`config.mk`:
```
export PLATFORM = sky130hd
export DESIGN_NAME = sram_seq_ctrl
export DESIGN_NICKNAME = d
export VERILOG_FILES = /design/src/rtl/sram_seq_ctrl.sv
export SDC_FILE = /design/constraint.sdc
export NUM_CORES = 1
export LEC_CHECK = 0
export BUFFER_PORTS_ARGS = -buffer_cell sky130_fd_sc_hd__buf_2
export CORE_ASPECT_RATIO = 0.7
export CORE_UTILIZATION = 43
export DETAILED_ROUTE_END_ITERATION = 8
export HOLD_SLACK_MARGIN = 0.08
export PLACE_DENSITY = 0.89
export REMOVE_ABC_BUFFERS = 1
export SLEW_MARGIN = 40
export SYNTH_ARGS = -nofsm -noshare
export SYNTH_HDL_FRONTEND = slang
export SYNTH_SLANG_ARGS = --single-unit
```
`constraint.sdc`:
```
create_clock -name clk -period 1.8 [get_ports clk]
set_input_delay 0.54 -clock clk [delete_from_list [all_inputs] [get_ports clk]]
set_output_delay 0.54 -clock clk [all_outputs]
set_load 0.01 [all_outputs]
```
`src/rtl/sram_seq_ctrl.sv`:
```
module sram_seq_ctrl #(
  parameter int AW = 18,
  parameter int DW = 16,
  parameter bit CHAIN = 1'b0
) (
  input  logic          clk,
  input  logic          rst_n,
  input  logic          req,
  input  logic          rd_nwr,
  input  logic [AW-1:0] req_addr,
  input  logic [DW-1:0] wr_data,
  output logic [DW-1:0] rdata_q,
  output logic [DW-1:0] rdata_raw,
  output logic          ready,
  output logic [AW-1:0] mem_addr,
  output logic [DW-1:0] mem_dq_o,
  input  logic [DW-1:0] mem_dq_i,
  output logic          mem_drv_n,
  output logic          mem_we_n,
  output logic          mem_oe_n,
  output logic          mem_ce_n,
  output logic          mem_lb_n,
  output logic          mem_ub_n
);
  typedef enum logic [2:0] {S_IDLE, S_RD1, S_RD2, S_WR1, S_WR2} st_t;

  st_t           state, nxt;
  logic [AW-1:0] addr_q;
  logic [DW-1:0] wdata_q;
  logic          take;

  assign ready = (state == S_IDLE) ||
                 (CHAIN && (state == S_RD2 || state == S_WR2));
  assign take  = ready && req;

  always_comb begin
    nxt = S_IDLE;
    case (state)
      S_RD1:   nxt = S_RD2;
      S_WR1:   nxt = S_WR2;
      default: nxt = S_IDLE;
    endcase
    if (take) nxt = rd_nwr ? S_RD1 : S_WR1;
  end

  always_ff @(posedge clk or negedge rst_n) begin
    if (!rst_n) begin
      state   <= S_IDLE;
      addr_q  <= '0;
      wdata_q <= '0;
      rdata_q <= '0;
    end else begin
      state <= nxt;
      if (take) addr_q <= req_addr;
      if (take && !rd_nwr) wdata_q <= wr_data;
      if (state == S_RD2) rdata_q <= mem_dq_i;
    end
  end

  assign mem_addr  = addr_q;
  assign mem_dq_o  = wdata_q;
  assign rdata_raw = mem_dq_i;
  assign mem_oe_n  = !(state == S_RD1 || state == S_RD2);
  assign mem_we_n  = !(state == S_WR1);
  assign mem_drv_n = !(state == S_WR1 || state == S_WR2);
  assign mem_ce_n  = 1'b0;
  assign mem_lb_n  = 1'b0;
  assign mem_ub_n  = 1'b0;
endmodule


```
==> Word level (Yosys, flattened, before mapping) <==
Cells that the tools add are included.
W data, S select, Z words.
{ "totals": {"regBits": 53, "out_inout_bits": 73, "word_cells": 20} }
{ "op_classes": {"n_eq_ne": 4, "mux": 3, "reduce_logical": 9} }
{ "ops": {"columns": ["op", "n"], "rows": [
  ["$eq A3 B2 Y1 const B", 2],
  ["$pmux W3 S2", 1],
  ["$logic_not A1 Y1", 4],
  ["$eq A3 B1 Y1 const B", 1],
  ["$eq A3 B3 Y1 const B", 1],
  ["$logic_not A3 Y1", 1],
  ["$mux W3", 1],
  ["$logic_and A1 B1 Y1", 2],
  ["$logic_or A1 B1 Y1", 2],
  ["$mux W2", 1]
]} }

==> Depth between registers and ports, before layout <==
Gate-level depths: netlist of the first run.
{ "depth": {"word_depth": 3, "depth_mapped": 5, "mapped_depth_nobuf": 3} }

==> Least setup slack after synthesis of the first run <==
OpenSTA, ideal clock, no wires.
{ "synth_timing": {"path_type": "input to register", "start": "in req", "end": "reg wdata_q[10] (netlist: mem_dq_o[10])", "setup_time_ns": 0.125, "t_arrival_ns": 1.449, "required_time_ns": 1.675, "slack_ns": 0.226, "path_stages": 5, "path_cell_list": "nor4b_2 and2b_1 buf_6 buf_8 mux2_4"} }
{ "synth_via": {"elab_chain_len": 2} }
{ "synth_lines": {"columns": ["item", "line", "text"], "rows": [
  ["start, declared", "8", "input logic req,"],
  ["$logic_and A1 B1 Y1", "34", "assign take = ready && req;"],
  ["$logic_and A1 B1 Y1", "55", "if (take && !rd_nwr) wdata_q <= wr_data;"],
  ["end signal, assigned", "55", null],
  ["end, declared", "29", "logic [DW-1:0] wdata_q;"]
]} }
No other way between the ends.
A chain may end at the register's enable or synchronous reset.

==> Worst setup path after layout of the first run <==
{ "layout_timing": {"start": "reg state[0]", "end": "out mem_oe_n"} }
{ "layout_via": {"elab_chain_len": 3, "elab_cells_between_ends": 4} }
{ "layout_lines": {"columns": ["item", "line", "text"], "rows": [
  ["start, declared", "27", "st_t state, nxt;"],
  ["start signal, assigned", "53", "state <= nxt;"],
  ["$eq A3 B1 Y1 or $eq A3 B2 Y1 (tied branches)", "63", "assign mem_oe_n = !(state == S_RD1 || state == S_RD2);"],
  ["$logic_or A1 B1 Y1 (*)", "63", null],
  ["$logic_not A1 Y1 (*)", "63", null],
  ["end, declared", "20", "output logic mem_oe_n,"]
]} }
Every way passes the cells marked *; elsewhere a longest branch is shown, timed or not.

==> summary.txt, run 1 <==
Run status
  – Status: complete, no violations

Final layout
  – Synthesis-to-finish area growth: 33.9%
  – Final net count: 317
  – N_diodes: 0
  – Post-route cell area: 2970 um2
  – Share of layout cells above drive strength 1: between 70 and 80%

Clock network
  – Reg clk slew, reported paths: 100 ps
  – H-tree depth: 2
  – CTS tree: done
  – CTS Buf Count: 5
  – Clk sinks: 53
  – Clock Tree Buf Depth: 2
  – Root Buffer: clkbuf_8
  – Clock Latency Late Sink: 300 ps

Floorplan
  – # IOs: 127
  – Initial Utilization: around 46%
  – Die width: roughly 88 um
  – Row Count: 21
  – Die Y: 62.1 um
  – Total core area: 4860 um2
  – Die area: 5460 um2

Yosys
  – Yosys warnings: 0
  – Most frequent cell after synthesis: dfrtp_1
  – Mapped Avg Cell Area: between 15 and 20 um2
  – Post-synth top area cell: dfrtp_1
  – #FFs+latches synth: 53
  – Post-synth top area share: 59.8%
  – Asr flop ratio synth: 100%
  – EDFF count, synth: 0
  – Cell Area, Synth: 2220 um2
  – Synth unique cells: 17
  – Sequential-to-total area share from yosys stat: ~60%
  – Synth area leaders: dfrtp_1 60%, mux2_2 21%, buf_4 6.8%
  – Post-Syn Instances: 141
  – Most instantiated cells after synthesis: 53 x dfrtp_1, 41 x mux2_2, 20 x buf_4
  – Most used DFF post-synth: dfrtp_1

Timing
  – Hold Violations, Final: 0
  – Setup TNS: 0 ps
  – RSZ-0062 raised after global routing: yes
  – Period utilization: a little under 100%
  – Clk_skew: 10.7 ps
  – Post-route minimum period: 1750 ps
  – Fmax achieved: 0.572 GHz
  – Worst hold slack: 220 ps
  – Slew Limit Fails: 0
  – # setup viols final: 0

GRT
  – GRT Residual Overflow: 0
  – Largest net degree at the start of global routing: 54
  – Initial antenna violation count: 0
  – GRT Total Usage: 16.6%
  – Number of global-route vias before repair: 1416
  – First-pass GRT wire length: between 6000 and 7000 um

Power and ir drop
  – Pint: 3370 uW
  – Maximum vdd drop: 0.000555 V
  – Share of power burned in registers: a little over 40%
  – Net Sw Frac: 33.8%
  – Comb pwr share: 45.7%
  – Tot Pwr: 5090 uW
  – Sw power: 1720 uW
  – Lkg Pwr: 0.00149 uW
  – Power Dens Cells: between 1500 and 2000 nW/um2
  – Clk pwr share: 12.8%

Flow run
  – Max-Cap Viols: 0

Critical path
  – CP arrival: roughly 1200 ps
  – Reg2reg end: mem_dq_o[8]
  – Crit. End Element: primary output
  – WS Path Type: reg -> out
  – Worst setup SP type: flip-flop
  – R2R cell count: 5
  – FF-to-FF Start: state[2]
  – Critical path fanouts, max: 5
  – R2R setup slack: 70 ps
  – Worst Path Required: between 1000 and 1500 ps

Drt
  – WL met1: 1810 um
  – Wire per inst: 13.5 um
  – Vias: around 1500
  – Metal2 WL: 2410 um
  – DR pass1 iterations: 4
  – Top layer in use: met4
  – Met3 WL: 263 um
  – Drt via density: 4.52
  – Antenna-violating nets left: 0
  – DRC viols: 0
  – Total wire length: 4490 um
  – First DRT Iteration DRCs: 22

Min path
  – Worst Hold Class: in -> async

Placement
  – Dpl cell area: 2800 um2
  – Port bufs: 123
  – Global placer's final weighted congestion: 0.697
  – Hpwl dp: 3450 um
critical path, cell delays in order (launching register included):
cell and delay (ps):
dfrtp_2 460, buf_6 130, xor2_1 130, nand2b_1 60, buf_2 130
final cells by class:
| type | instances | area [um2] |
|---|---|---|
| well taps | 69 | 86.3 |
| clock inverters | 2 | 15.0 |
| flip-flops and latches | 53 | 1330 |
| fillers | 398 | 1890 |
| repair buffers | 137 | 737 |
| multi-input cells | 64 | 722 |
| inverters | 2 | 7.51 |
| clock buffers | 6 | 72.6 |
power groups by stage:
| stage | clock (uW) | combinational, uW | sequential, uW |
|---|---|---|---|
| final | 650 | 2330 | 2110 |
| after global routing | 734 | 2540 | 2200 |
| after CTS | 673 | 2310 | 2110 |
| after detailed placement | 0 | 2210 | 2160 |
| after global placement | 0 | 2160 | 2120 |
| after floorplan | 0 | 958 | 2410 |
registers in the layout, summed over array words and instances, names as in the netlist:
name      flops
mem_dq_o     16
rdata_q      16
state         3
mem_addr     18
layout by cell type (no fill, tap or decap), drive strengths merged:
cell	Yosys	routed
a21oi	1	1
and2b	1	1
clkinvlp	0	2
o21bai	1	1
nand2b	2	2
inv	2	2
conb	1	3
xor2	1	1
nor3	2	2
nor4b	1	1
clkbuf	0	6
nor2	2	2
mux2	50	50
dfrtp	53	53
buf	24	137
routing by layer:
layer / vias up / GRT usage, %
met3: 2 / 4.49
met5: - / 0
li1: 704 / -
met1: 737 / 19.6
met2: 62 / 31.1
met4: 0 / 3.51
through the flow:
stage / cells / utilization (%) / setup slack (ps)
2_1_floorplan: 119 / - / -1070
3_3_place_gp: 318 / 57.7 / 178
3_5_place_dp: 318 / 57.7 / 88.8
4_1_cts: 331 / 60.4 / 35.2
5_1_grt: 333 / 61.1 / -8.90
6_report: 333 / 61.1 / 50.4
cell families (layout without fill, tap and decap cells):
kind of cell / after synthesis / in the layout / share of synthesized area [%]
and+or+nand+nor: 8 / 8 / 2.88
other: 1 / 3 / 0.169
AOI/OAI and AO/OA: 2 / 2 / 0.564
muxes: 50 / 50 / 26.9
buffers and inverters: 26 / 147 / 9.31
xor gates and xnor gates: 1 / 1 / 0.395
DFF: 53 / 53 / 59.8
repair_timing:
item	4_1_cts	5_1_grt
gates resized for setup	4	5
hold endpoints to repair	0	0
hold buffers	0	0
pin swaps	0	1
endpoints found under the setup margin	2	3
setup buffers	5	2
worst max path at each step:
stage | slack [ps] | cells past startpoint | endpoint | startpoint
final | 50 | 4 | mem_oe_n | state[0]
after global routing | -9 | 4 | mem_oe_n | state[0]
after CTS | 40 | 4 | mem_drv_n | state[2]
after detailed placement | 90 | 5 | mem_dq_o[13] | req
after global placement | 180 | 4 | mem_addr[2] | req
after floorplan | -1070 | 3 | mem_dq_o[0] | req
(Power assumes the default switching activity.)
==> inputs of run 2 (changes only) <==
MAX_ROUTING_LAYER = met4   (was default)
==> run 2 against run 1 <==
  * Setup slack barely moved
  * Die area did not move
  * Non-clock buffer count did not move
  * Cell count did not move
  * Sequential share of layout area did not move
  * Global-route usage rose by 0.56 points
  * Register-to-register slack barely moved
  * Sequential cell count did not move
  * Hold slack got worse by 1.7 ps
  * Critical path depth did not move
  * Combinational power barely moved
  * Sequential power barely moved
  * Largest power group unchanged
==> summary.txt, run 2 (same netlist as run 1, synthesis figures left out) <==
Run status
  – Status: complete, no violations

Critical path
  – Worst Path Required: 1260 ps
  – Crit. End Element: primary output
  – Worst setup SP type: flip-flop
  – Critical path fanouts, max: 5
  – WS Path Type: reg -> out
  – CP arrival: 1210 ps

Final layout
  – Share of layout cells above drive strength 1: 76.9%
  – Synthesis-to-finish area growth: 33.9%
  – Fillers: 398
  – Most frequent cells in the layout: 123 x buf_2, 50 x dfrtp_1, 41 x mux2_2
  – N_diodes: 0
  – Multi-input logic area: 722 um2
  – Final net count: 317
  – Number of flip-flops in the largest register: 18
  – Post-route cell area: 2970 um2
  – Most common cell after layout, fill and taps aside: buf_2
  – Core Util, Final: 61.1%
  – Reg area: 1330 um2

Clock network
  – CTS Buf Count: 5
  – # hold bufs at CTS: 0
  – Clock Latency Late Sink: 300 ps
  – Reg clk slew, reported paths: 100 ps
  – Clock Tree Buf Depth: 2
  – CTS tree: done
  – Clk sinks: 53
  – Root Buffer: clkbuf_8
  – H-tree depth: 2

GRT
  – Largest net degree at the start of global routing: 54
  – First-pass GRT wire length: 6600 um
  – Number of global-route vias before repair: 1415
  – Initial antenna violation count: 0
  – GRT Residual Overflow: 0
  – GRT Total Usage: 17.2%

Timing
  – RSZ-0062 raised after global routing: yes
  – Fmax achieved: about 0.57 GHz
  – # setup viols final: 0
  – Clk_skew: 10.8 ps
  – Setup TNS: 0 ps
  – Hold Violations, Final: 0
  – Post-route minimum period: 1750 ps
  – Worst hold slack: 218 ps
  – Period utilization: 97.2%
  – Slew Limit Fails: 0

Floorplan
  – Total core area: 4860 um2
  – Die width: 87.9 um
  – # IOs: 127
  – Die Y: around 62 um
  – Die area: 5460 um2
  – Initial Utilization: 45.6%
  – Row Count: 21

Placement
  – Hpwl dp: 3450 um
  – Port bufs: 123
  – Global placer's final weighted congestion: 0.705
  – Dpl cell area: 2800 um2

Drt
  – DR pass1 iterations: 4
  – Antenna-violating nets left: 0
  – Drt via density: around 4.5
  – DRC viols: 0
  – Vias: 1503
  – First DRT Iteration DRCs: 19
  – Wire per inst: ~13 um
  – Total wire length: 4470 um

Power and ir drop
  – Power Dens Cells: between 1500 and 2000 nW/um2
  – Sw power: approximately 1700 uW
  – Net Sw Frac: 33.7%
  – Tot Pwr: just over 5000 uW
  – Comb pwr share: 45.7%
  – Lkg Pwr: 0.00149 uW
  – Share of power burned in registers: 41.5%
  – Clk pwr share: about an eighth
  – Pint: 3370 uW
  – Maximum vdd drop: 0.000554 V

Min path
  – Worst Hold Class: in -> async

Flow run
  – Max-Cap Viols: 0
run 2: cell counts in the layout (fill, tap and decap cells not counted):
No cell type changed its count.
run 2: cell type report:
| cell class | count | area share [%] |
|---|---|---|
| sequential | 53 | 44.8 |
| timing repair buffer | 137 | 24.8 |
| tap | 69 | 2.91 |
| multi-input combinational | 64 | 24.3 |
| clock buffer | 6 | 2.44 |
| clock inverter | 2 | 0.505 |
| inverter | 2 | 0.253 |
run 2: power by group through the flow:
stage / Sequential [uW] / Clock [uW] / Combinational, uW
2_1_floorplan: 2410 / 0 / 958
3_3_place_gp: 2120 / 0 / 2160
3_5_place_dp: 2160 / 0 / 2210
4_1_cts: 2110 / 673 / 2310
5_1_grt: 2200 / 734 / 2540
6_report: 2110 / 649 / 2320
run 2: worst paths after layout:
path                                 start  slack [ps]  cells after the start      endpoint
max in group asynchronous            rst_n        1330                      2      state[1]
min in group clk                wr_data[4]         460                      2   mem_dq_o[4]
worst min-delay path                 rst_n         220                      2  mem_dq_o[13]
worst min register to register  rdata_q[6]         510                      1    rdata_q[6]
worst max-delay path              state[0]          50                      4      mem_oe_n
worst max register to register    state[2]          70                      5   mem_dq_o[8]
run 2: routing by layer:
metal / GRT usage (%) / wire length (um) / part of all wire (%)
met2: 31.1 / 2410 / 54
met5: - / 0 / 0
met3: 4.49 / 263 / 5.9
met1: 19.6 / 1780 / 40
met4: 3.51 / 13 / 0.29
run 2: through the flow:
stage | worst slack (ps) | cells
detailed placement | 88.8 | 318
global route | -8.90 | 333
finish | 50.0 | 333
CTS | 35.2 | 331
floorplan | -1070 | 119
global placement | 178 | 318
run 2: repair_timing:
action,in CTS,in global routing
hold endpoints to repair,0,0
resized for setup,4,5
endpoints found under the setup margin,2,3
setup buffers,5,2
pin swaps,0,1
run 2: critical path, stage by stage (launching register included):
cell,delay (ps)
dfrtp_2,460
buf_6,130
xor2_1,130
nand2b_1,60
buf_2,130
==> inputs of run 3 (changes only) <==
CORE_MARGIN = 10   (was default)
CTS_BUF_LIST = sky130_fd_sc_hd__clkbuf_8 sky130_fd_sc_hd__clkbuf_16   (was default)
==> run 3 against run 2 <==
  * Critical path type unchanged
  * First-iteration DRC count rose by 68%
  * Clock skew fell by 6.8 ps
  * Highest routed layer unchanged
  * Sequential power rose by 2%
  * Core utilization fell by 0.12 points
==> summary.txt, run 3 (same netlist as run 1, synthesis figures left out) <==
Run status
  – Status: complete, no violations

Drt
  – DR pass1 iterations: 3
  – Total wire length: 5930 um
  – Vias: 1548
  – First DRT Iteration DRCs: 32
  – Antenna-violating nets left: 0
  – DRC viols: 0
  – Drt via density: 4.69
  – Wire per inst: 18.0 um

GRT
  – Number of global-route vias before repair: 1698
  – Largest net degree at the start of global routing: 54
  – First-pass GRT wire length: 9050 um
  – GRT Total Usage: 13.7%
  – GRT Residual Overflow: 0
  – Initial antenna violation count: 0

Clock network
  – Reg clk slew, reported paths: 90 ps
  – Clock Tree Buf Depth: 2
  – H-tree depth: 2
  – Clock Latency Late Sink: 290 ps
  – CTS Buf Count: 5
  – CTS tree: done
  – # hold bufs at CTS: 0
  – Root Buffer: clkbuf_8
  – Clk sinks: 53

Critical path
  – WS Path Type: reg -> out
  – Worst Path Buf+Inv: 2
  – Crit. End Element: primary output
  – CP arrival: around 1300 ps
  – Worst setup SP type: flip-flop
  – Worst path max stage delay: 480 ps
  – Crit path cell chain: buf_6, xor2_1, nand2b_1, buf_2
  – Crit-path slowest cell: dfrtp_2
  – Critical path fanouts, max: 6
  – Worst Path Required: 1260 ps
  – Delay-heaviest family, CP: flip-flops

Min path
  – Worst Hold Class: in -> async

Timing
  – Slew Limit Fails: 0
  – Post-route minimum period: between 1500 and 2000 ps
  – Setup ws final: between 10 and 15 ps
  – RSZ-0062 raised after global routing: yes
  – Worst hold slack: 212 ps
  – Fmax achieved: between 0.5 and 0.6 GHz
  – Period utilization: approximately 100%
  – Hold Violations, Final: 0
  – # setup viols final: 0
  – Clk_skew: 4.05 ps

Power and ir drop
  – Lkg Pwr: 0.00149 uW
  – Maximum vdd drop: 0.000688 V
  – Power Dens Cells: 1740 nW/um2
  – Tot Pwr: 5180 uW

Floorplan
  – Die Y: 80.1 um
  – Total core area: roughly 4900 um2
  – Initial Utilization: 45.4%
  – Die width: 106 um
  – Die area: approximately 8500 um2
  – # IOs: 127
  – Row Count: 21

Placement
  – Port bufs: 123
  – Hpwl dp: 4680 um
  – Global placer's final weighted congestion: 0.750
  – Setup WS pre-CTS: 67.3 ps
  – Cell total after placement: 315

Final layout
  – Share of layout cells above drive strength 1: 77.0%
  – Synthesis-to-finish area growth: 34.3%
  – Fillers: 397
  – Most common cell after layout, fill and taps aside: buf_2
  – Final net count: approximately 310
  – Most frequent cells in the layout: 123 x buf_2, 50 x dfrtp_1, 41 x mux2_2
  – N_diodes: 0
  – Multi-input logic area: 722 um2
  – Final Non-Filler Cells: 330
  – Number of flip-flops in the largest register: 18
  – Reg area: 1330 um2

Flow run
  – Max-Cap Viols: 0
## run 3: final timing paths
check | endpoint | depth (start not counted) | slack, ps | start
max | mem_oe_n | 4 | 10 | state[0]
min | mem_dq_o[11] | 2 | 210 | rst_n
max reg2reg | mem_dq_o[14] | 5 | 50 | state[2]
min reg2reg | mem_dq_o[2] | 1 | 510 | mem_dq_o[2]
max in group asynchronous | state[0] | 2 | 1330 | rst_n
min in group clk | mem_dq_o[6] | 2 | 470 | wr_data[6]
## run 3: final cells by class
type	count	share of cell area [%]
Multi-Input combinational cell	64	24.2
Timing Repair Buffer	134	25.0
Inverter	2	0.336
Clock inverter	3	0.630
Clock buffer	5	2.31
Tap cell	69	2.90
Sequential cell	53	44.6
## run 3: metal layers
metal / share of wire [%] / wire [um] / global-route usage [%]
met1: 38 / 2240 / 14.2
met2: 53 / 3120 / 24.0
met3: 8.9 / 530 / 5.66
met4: 0.72 / 43 / 3.23
met5: 0 / 0 / -
## run 3: timing repair
item / CTS / global route
pin swaps: 0 / 1
setup endpoints to repair: 2 / 10
gates resized for setup: 4 / 7
gates cloned: 0 / 1
setup buffers: 2 / 4
## run 3: through the flow
stage / TNS, ps / instance area [um2] / utilization, %
CTS: 0 / 2900 / 59.4
detailed placement: 0 / 2790 / 57.1
finish: 0 / 2980 / 61.0
global route: -162 / 2980 / 61.0
global placement: 0 / 2790 / 57.1
floorplan: -24880 / 2030 / -
## run 3: worst register-to-register path: stages, from the launching register on
cell       delay, ps
dfrtp_2          440
buf_4            150
nor4b_4          300
and2b_2          260
clkbuf_16        180
mux2_4           300
## run 3: report_power, final
part | internal (uW) | switching [uW] | leakage, uW | total (uW)
registers | 1800 | 351 | 0.000622 | 2150
clock network | 269 | 367 | 0.0000416 | 635
logic | 1290 | 1100 | 0.000825 | 2390
